**config.mk**
```make
export PLATFORM = sky130hd
export DESIGN_NAME = gpio_wake_bank
export DESIGN_NICKNAME = d
export VERILOG_FILES = /design/src/rtl/gpio_wake_pkg.sv /design/src/rtl/gpio_debounce.sv /design/src/rtl/gpio_event.sv /design/src/rtl/gpio_pad_ctl.sv /design/src/rtl/gpio_wake_bank.sv
export SDC_FILE = /design/constraint.sdc
export NUM_CORES = 1
export LEC_CHECK = 0
export ABC_CLOCK_PERIOD_IN_PS = 3200
export CAP_MARGIN = 15
export CORE_ASPECT_RATIO = 1.2
export CORE_UTILIZATION = 58
export DETAILED_ROUTE_END_ITERATION = 12
export GPL_TIMING_DRIVEN = 0
export PLACE_DENSITY = 0.77
export SYNTH_ARGS = -nofsm -noshare
export SYNTH_HDL_FRONTEND = slang
export SYNTH_HIERARCHICAL = 1
export SYNTH_SLANG_ARGS = --single-unit
export TNS_END_PERCENT = 100
```
**constraint.sdc**
```tcl
create_clock -name clk -period 3.2 [get_ports clk]
set_input_delay 0.8 -clock clk [delete_from_list [all_inputs] [get_ports clk]]
set_output_delay 0.8 -clock clk [all_outputs]
set_load 0.1 [all_outputs]
```
**src/rtl/gpio_wake_pkg.sv**
```systemverilog
package gpio_wake_pkg;

    localparam int CFG_W = 16;
    localparam int DBN_W = 4;

    typedef enum logic [1:0] {
        DRV_PUSHPULL  = 2'b00,
        DRV_OPENDRAIN = 2'b01,
        DRV_FLOAT     = 2'b10,
        DRV_FLOAT_ALT = 2'b11
    } drive_e;

    // Per-pin configuration word, MSB first.
    typedef struct packed {
        logic [DBN_W-1:0] dbn;      // debounce run length
        logic [1:0]       rsvd;     // reads 0
        logic             pme_en;
        logic             irq_en;
        logic             edge_md;  // 1: edge, 0: level
        logic             pol;      // 1: active low
        logic             lock;
        logic             flt;      // float on supply fail
        logic             pu;
        drive_e           drv;
        logic             dir;      // 1: output
    } pin_cfg_t;

    typedef enum logic { DB_STEADY, DB_SETTLE } db_state_e;
    typedef enum logic { EV_IDLE, EV_PENDING } ev_state_e;

    function automatic pin_cfg_t cfg_clean(input logic [CFG_W-1:0] w);
        pin_cfg_t c;
        c      = pin_cfg_t'(w);
        c.rsvd = 2'b00;
        return c;
    endfunction

endpackage

```
**src/rtl/gpio_debounce.sv**
```systemverilog
module gpio_debounce
    import gpio_wake_pkg::*;
(
    input  logic             clk,
    input  logic             rst_n,
    input  logic             pin,
    input  logic [DBN_W-1:0] need,
    output logic             level
);

    logic             sync1, smp;
    db_state_e        st, st_n;
    logic [DBN_W-1:0] cnt, cnt_n;
    logic             lvl_n;
    logic [DBN_W:0]   cnt_inc;

    assign cnt_inc = {1'b0, cnt} + (DBN_W+1)'(1);

    // State register
    always_ff @(posedge clk or negedge rst_n) begin
        if (!rst_n) begin
            sync1 <= 1'b0;
            smp   <= 1'b0;
            st    <= DB_STEADY;
            cnt   <= '0;
            level <= 1'b0;
        end else begin
            sync1 <= pin;
            smp   <= sync1;
            st    <= st_n;
            cnt   <= cnt_n;
            level <= lvl_n;
        end
    end

    // Transitions: start, abort, accept
    always_comb begin
        st_n  = st;
        cnt_n = cnt;
        lvl_n = level;
        unique case (st)
            DB_STEADY: begin
                if (smp != level) begin
                    if (need <= DBN_W'(1)) begin
                        lvl_n = smp;
                    end else begin
                        cnt_n = DBN_W'(1);
                        st_n  = DB_SETTLE;
                    end
                end
            end
            DB_SETTLE: begin
                if (smp == level) begin
                    st_n = DB_STEADY;
                end else if (cnt_inc >= {1'b0, need}) begin
                    lvl_n = smp;
                    st_n  = DB_STEADY;
                end else begin
                    cnt_n = cnt_inc[DBN_W-1:0];
                end
            end
        endcase
    end

endmodule

```
**src/rtl/gpio_event.sv**
```systemverilog
module gpio_event
    import gpio_wake_pkg::*;
(
    input  logic clk,
    input  logic rst_n,
    input  logic level,
    input  logic pol,
    input  logic edge_md,
    input  logic clr,
    output logic pending
);

    ev_state_e st, st_n;
    logic      act, act_q, trig;

    assign act  = level ^ pol;
    assign trig = edge_md ? (act & ~act_q) : act;

    always_ff @(posedge clk or negedge rst_n) begin
        if (!rst_n) begin
            st    <= EV_IDLE;
            act_q <= 1'b0;
        end else begin
            st    <= st_n;
            act_q <= act;
        end
    end

    // Transitions: trigger, clear
    always_comb begin
        st_n = st;
        unique case (st)
            EV_IDLE:    if (trig)         st_n = EV_PENDING;
            EV_PENDING: if (clr && !trig) st_n = EV_IDLE;
        endcase
    end

    assign pending = (st == EV_PENDING);

endmodule

```
**src/rtl/gpio_pad_ctl.sv**
```systemverilog
module gpio_pad_ctl
    import gpio_wake_pkg::*;
(
    input  pin_cfg_t cfg,
    input  logic     dat,
    input  logic     supply_fail,
    output logic     oe,
    output logic     out,
    output logic     pu
);

    always_comb begin
        oe  = 1'b0;
        out = 1'b0;
        if (cfg.dir && !(cfg.flt && supply_fail)) begin
            unique case (cfg.drv)
                DRV_PUSHPULL:  begin oe = 1'b1; out = dat;  end
                DRV_OPENDRAIN: begin oe = ~dat; out = 1'b0; end
                DRV_FLOAT, DRV_FLOAT_ALT: begin oe = 1'b0; out = 1'b0; end
            endcase
        end
    end

    assign pu = cfg.pu & ~cfg.dir;

endmodule

```
**src/rtl/gpio_wake_bank.sv**
```systemverilog
// NPINS must not exceed the 16-bit register width.
module gpio_wake_bank
    import gpio_wake_pkg::*;
#(
    parameter int               NPINS    = 16,
    parameter logic [NPINS-1:0] EVT_MASK = {1'b0, {(NPINS-1){1'b1}}},
    localparam int              AW       = $clog2(NPINS + 3)
) (
    input  logic             clk,
    input  logic             rst_n,
    input  logic             wr_en,
    input  logic [AW-1:0]    wr_addr,
    input  logic [CFG_W-1:0] wr_data,
    input  logic [AW-1:0]    rd_addr,
    output logic [CFG_W-1:0] rd_data,
    input  logic [NPINS-1:0] pin_in,
    input  logic             supply_fail,
    output logic [NPINS-1:0] pad_oe,
    output logic [NPINS-1:0] pad_out,
    output logic [NPINS-1:0] pad_pu,
    output logic             irq,
    output logic             pme
);

    localparam logic [AW-1:0] A_DATA = AW'(NPINS);
    localparam logic [AW-1:0] A_STAT = AW'(NPINS + 1);
    localparam logic [AW-1:0] A_LVL  = AW'(NPINS + 2);

    logic [NPINS*CFG_W-1:0] cfg_flat;
    logic [NPINS-1:0]       lock_v, dir_v, flt_v, ien_v, pen_v;
    logic [NPINS-1:0]       lvl_v, stat_v, dout_q;
    logic                   stat_wr;

    assign stat_wr = wr_en && (wr_addr == A_STAT);

    for (genvar i = 0; i < NPINS; i++) begin : g_pin
        pin_cfg_t cfg_r;

        always_ff @(posedge clk or negedge rst_n) begin
            if (!rst_n)
                cfg_r <= '0;
            else if (wr_en && wr_addr == AW'(i) && !cfg_r.lock)
                cfg_r <= cfg_clean(wr_data);
        end

        assign cfg_flat[i*CFG_W +: CFG_W] = cfg_r;
        assign lock_v[i] = cfg_r.lock;
        assign dir_v[i]  = cfg_r.dir;
        assign flt_v[i]  = cfg_r.flt;
        assign ien_v[i]  = cfg_r.irq_en;
        assign pen_v[i]  = cfg_r.pme_en;

        gpio_debounce u_db (
            .clk   (clk),
            .rst_n (rst_n),
            .pin   (pin_in[i]),
            .need  (cfg_r.dbn),
            .level (lvl_v[i])
        );

        gpio_pad_ctl u_pad (
            .cfg         (cfg_r),
            .dat         (dout_q[i]),
            .supply_fail (supply_fail),
            .oe          (pad_oe[i]),
            .out         (pad_out[i]),
            .pu          (pad_pu[i])
        );

        if (EVT_MASK[i]) begin : g_evt
            gpio_event u_ev (
                .clk     (clk),
                .rst_n   (rst_n),
                .level   (lvl_v[i]),
                .pol     (cfg_r.pol),
                .edge_md (cfg_r.edge_md),
                .clr     (stat_wr && wr_data[i]),
                .pending (stat_v[i])
            );
        end else begin : g_noevt
            assign stat_v[i] = 1'b0;
        end
    end

    // Output data word; bits of locked pins keep their value
    always_ff @(posedge clk or negedge rst_n) begin
        if (!rst_n)
            dout_q <= '0;
        else if (wr_en && wr_addr == A_DATA)
            dout_q <= (wr_data[NPINS-1:0] & ~lock_v) | (dout_q & lock_v);
    end

    assign irq = |(stat_v & ien_v);
    assign pme = |(stat_v & pen_v);

    always_comb begin
        rd_data = '0;
        for (int i = 0; i < NPINS; i++)
            if (rd_addr == AW'(i)) rd_data = cfg_flat[i*CFG_W +: CFG_W];
        if (rd_addr == A_DATA) rd_data = CFG_W'(dout_q);
        if (rd_addr == A_STAT) rd_data = CFG_W'(stat_v);
        if (rd_addr == A_LVL)  rd_data = CFG_W'(lvl_v);
    end

endmodule

```
Word-level counts from Yosys, hierarchy flattened
Cells that the tools add are included.
{"block": "word_totals", "inputBits": 46, "out_inout_bits": 66, "reg_bits": 398}
{"block": "op_classes", "muxes": 383, "n_addsub": 16, "bitwise": 130, "n_reduce_logical": 227, "n_lt_le_gt_ge": 32, "eq_ne": 211}
{"operator": "2-to-1 mux 16 bit", "n": 19}
{"operator": "2-to-1 mux 4 bit", "n": 64}
{"operator": "2-to-1 mux 1 bit", "n": 205}
{"operator": "!= test 2 bit (second input constant)", "n": 64}
{"operator": "one-hot mux 4 bit (2 select lines)", "n": 16}
{"operator": "AND reduction 4 bit", "n": 32}
{"operator": "one-hot mux 1 bit (2 select lines)", "n": 63}
{"operator": "logical AND 1 bit", "n": 96}
{"operator": "adder 4 x 1 -> 5 bit (second input constant)", "n": 16}
{"operator": "equality test 5 x 4 -> 1 bit (second input constant)", "n": 16}
{"operator": ">= comparator 5 x 4 -> 1 bit", "n": 16}
{"operator": "NOT 1 bit", "n": 78}
{"operator": "equality test 2 bit (second input constant)", "n": 32}
{"operator": "less-or-equal comparator 4 x 1 -> 1 bit (second input constant)", "n": 16}
{"operator": "!= test 2 x 1 -> 1 bit (second input constant)", "n": 32}
{"operator": "one-hot mux 1 bit (3 select lines)", "n": 16}
{"operator": "OR reduction 3 bit", "n": 16}
{"operator": "zero test 1 bit", "n": 47}
{"operator": "equality test 5 x 3 -> 1 bit (second input constant)", "n": 8}
{"operator": "AND 15 x 16 -> 16 bit", "n": 2}
{"operator": "AND 16 bit", "n": 2}
{"operator": "equality test 2 x 1 -> 1 bit (second input constant)", "n": 16}
{"operator": "zero test 2 bit", "n": 16}
{"operator": "OR reduction 16 bit", "n": 2}
{"operator": "11 further kinds", "n": 109}

Logic depth before layout (Yosys ltp)
{"block": "depth", "ltp_word": 20, "depth_mapped": 9, "mapped_depth_nobuf": 8}

Modules after synthesis
Netlist, hierarchy kept.
{"mod": "gpio_wake_bank", "cells_each": 1090, "seq_area_each_um2": 6005.8, "area_per_inst_um2": 12225.5, "n_inst": 1}
{"mod": "gpio_debounce", "cells_each": 40, "seq_area_each_um2": 200.2, "area_per_inst_um2": 461.7, "n_inst": 16}
{"mod": "gpio_event", "cells_each": 6, "seq_area_each_um2": 50.0, "area_per_inst_um2": 75.1, "n_inst": 15}
{"mod": "gpio_pad_ctl", "cells_each": 5, "seq_area_each_um2": 0.0, "area_per_inst_um2": 40.0, "n_inst": 16}

Worst setup path before layout
Ideal clock, no wire load.
{"block": "synth_timing", "path_kind": "input-to-output", "start": "input rd_addr[2]", "end": "output rd_data[15]", "cell_stages": 6, "setup_slack_ns": -1.614, "t_arrival_ns": 4.014, "path_buffers": 1, "cell_sequence": "buf_6 -> or4_4 -> o22a_1 -> a211oi_1 -> nor4_1 -> o21ai_0"}
{"block": "synth_via", "elab_chain_len": 20}
{"element": "start: declaration", "line_no": "gpio_wake_bank.sv:14", "rtl": "input logic [AW-1:0] rd_addr,"}
{"element": "zero test 5 bit", "line_no": "gpio_wake_bank.sv:99", "rtl": "if (rd_addr == AW'(i)) rd_data = cfg_flat[i*CFG_W +: CFG_W];"}
{"element": "2-to-1 mux 16 bit (16 in series)", "line_no": "gpio_wake_bank.sv:99"}
{"element": "2-to-1 mux 16 bit", "line_no": "gpio_wake_bank.sv:100", "rtl": "if (rd_addr == A_DATA) rd_data = CFG_W'(dout_q);"}
{"element": "2-to-1 mux 16 bit", "line_no": "gpio_wake_bank.sv:101", "rtl": "if (rd_addr == A_STAT) rd_data = CFG_W'(stat_v);"}
{"element": "2-to-1 mux 16 bit (*)", "line_no": "gpio_wake_bank.sv:102", "rtl": "if (rd_addr == A_LVL) rd_data = CFG_W'(lvl_v);"}
{"element": "end: declaration", "line_no": "gpio_wake_bank.sv:15", "rtl": "output logic [CFG_W-1:0] rd_data,"}
Every way passes the cells marked *; elsewhere a longest branch is shown, timed or not.

Final worst setup path
{"block": "layout_timing", "start": "input rd_addr[2]", "end": "output rd_data[3]"}
The elaborated chain is that of the path after synthesis.

==> metrics <==
Yosys warning total=6; Inserted Clock Buffers=between 40 and 50; maxcap violations=0; antenna cells=0; hold crit path type=in2async; Iteration-0 DRC Markers=1776; Via Count=18100; failing checks=negative setup slack; Clock transition at path regs=0.06 ns; slowest cell delay on critical path=0.40 ns; All-Layer GR Usage=41.8%; Slew Limit Fails=0; final setup TNS=-3.27 ns; clk_lat worst skew=0.59 ns; slowest CP cell=nor2_2; # fillers=2279; CP Buf/Inv Count=5; maximum vdd drop=roughly 0.66 mV; final net count=2285; Clock Skews=~0.044 ns; CP Launch Type=input pin; vias per cell=6.81; HPWL after DPL=54.9 mm; Die ar.=37600 µm²; share of cells above drive strength 1=38.3%; CTS tree=done; GPL Wtd Cong=1.01; Post-CTS Hold Buffers=0; final hold vios=0; placed cell count=2480; crit-path most repeated cell=buf_4; register area=9960 µm²; Core Area=about 36000 µm²; critical path class=in2out; DR pass1 iterations=9; Syn Inst Count=1899; vias in the first global route=18400; Final ANT Viol Nets=0; CTS H-tree depth=2; worst-path cell chain=buf_12, buf_4, buf_4, nand2_8, buf_4, nor2_4, nor2_2, o21ai_1, o31ai_4, a32oi_4, buf_12; Worst Tran Pin Value=1.22 ns; Area Growth Syn to Fin=31.3%; power per cell area=701 nW/µm²; Die Span Y=212 µm; Clock Sinks=slightly below 400; Top delay family on crit path=buffers and inverters; worst-path fanout max=6; RSZ-0062 raised after global routing=true; fin crit share=115%; Wirelength per Cell=29.4 µm; slack of the critical path=-0.482 ns; Leak=12.4 nW; num ports=about 110; clock buffer depth=3; DRC=0; Finished Core Util=77.7%; area of the multi-input gates=12200 µm²; Setup Slack @ Placement=-2.58 ns; final non-filler cell total=roughly 2700; f_max=between 0.2 and 0.3 GHz; CP Data Required Time=between 2 and 2.5 ns; Overflow after GRT=0; Setup crit end kind=output pin; outcome=complete, but fails checks; count of input and output buffers=109; Net Count, Synth=2025; FP Rows=76; initial antenna violation count=2; worst path arrival time=2.88 ns; largest net degree at the start of global routing=123; Root Driver=clkbuf_16; mapped cell area=roughly 21000 µm²; final setup violation count=14; first-pass GRT wire length=around 110 mm; Final Critical Period=3.68 ns; syn_area_per_cell=11.3 µm²; Initial Util=about three fifths; routed wire length=78.2 mm; die width=about 180 µm; Slew headroom=18.1%
## report_power, final
part / switching, mW / internal [mW]
clock network: 2.15 / 3.20
logic: 3.89 / 2.84
registers: 1.48 / 6.10
total: 7.52 / 12.1
## through the flow
stage | hold WS, ns | cell area (µm²) | power (mW)
2_1_floorplan | 0.331 | 22200 | 11.9
6_report | 0.231 | 28100 | 19.7
4_1_cts | 0.286 | 27500 | 19.5
3_5_place_dp | 0.335 | 24000 | 13.8
3_3_place_gp | 0.332 | 23900 | 13.4
5_1_grt | 0.302 | 28100 | 20.5
## cells in the final DEF, fill, tap and decap left out, types with 53 or more instances in the layout
cell,count
mux2_2,192
nand2_1,66
clkdlybuf4s50_1,53
ha_1,80
nand3_1,60
buf_4,63
mux2_1,54
nor2_1,61
dfrtp_1,398
inv_1,104
## metal layers
layer | up-vias | share of wire (%) | global-route usage, %
met5 | - | 0.017 | 0
met4 | 2 | 7.9 | 26.4
met3 | 392 | 8.9 | 9.98
met2 | 1042 | 46 | 67.4
met1 | 9129 | 37 | 50.2
li1 | 7539 | - | -
## final timing paths
kind / from / cells past startpoint / endpoint / slack [ns]
min reg2reg: g_pin[15].u_db/sync1 / 0 / g_pin[15].u_db/smp / 0.34
min: rst_n / 1 / g_pin[10].u_db/cnt[2] / 0.23
min in group clk: g_pin[15].u_db/sync1 / 0 / g_pin[15].u_db/smp / 0.34
max: rd_addr[2] / 11 / rd_data[3] / -0.48
max in group asynchronous: rst_n / 3 / g_pin[2].u_db/cnt[1] / 1.56
max reg2reg: cfg_flat[245] / 3 / cfg_flat[248] / 0.80
## worst register-to-register path, cell delays in order, from the launching register on
cell and delay [ns]:
dfrtp_1 0.43, nor3_1 0.99, buf_2 0.47, mux2_2 0.38
## sequential cells by signal, summed over array words and instances (netlist names), named ones only
| signal | flops |
|---|---|
| cfg_flat | 224 |
| g_pin.u_db/cnt | 64 |
| g_pin.u_db/level | 16 |
| g_pin.u_db/smp | 16 |
| g_pin.u_db/st | 16 |
| g_pin.u_db/sync1 | 16 |
| g_pin.g_evt.u_ev/act_q | 15 |
| g_pin.g_evt.u_ev/pending | 15 |
## repair_timing
| action | CTS | global route |
|---|---|---|
| cloned | 10 | 3 |
| setup buffers | 66 | 29 |
| pin swaps | 74 | 55 |
| gates resized for setup | 491 | 92 |
| endpoints found under the setup margin | 50 | 19 |
| hold endpoints to repair | 0 | 0 |
## cell type report
| type | instances | area share, % |
|---|---|---|
| timing repair buffer | 215 | 9.07 |
| tap | 468 | 2.09 |
| clock buffer | 57 | 4.24 |
| buffer | 84 | 2.92 |
| multi-input combinational | 1311 | 43.6 |
| clock inverter | 21 | 1.15 |
| sequential | 398 | 35.5 |
| inverter | 106 | 1.43 |
Note: power is estimated with default switching activity, not from simulation.
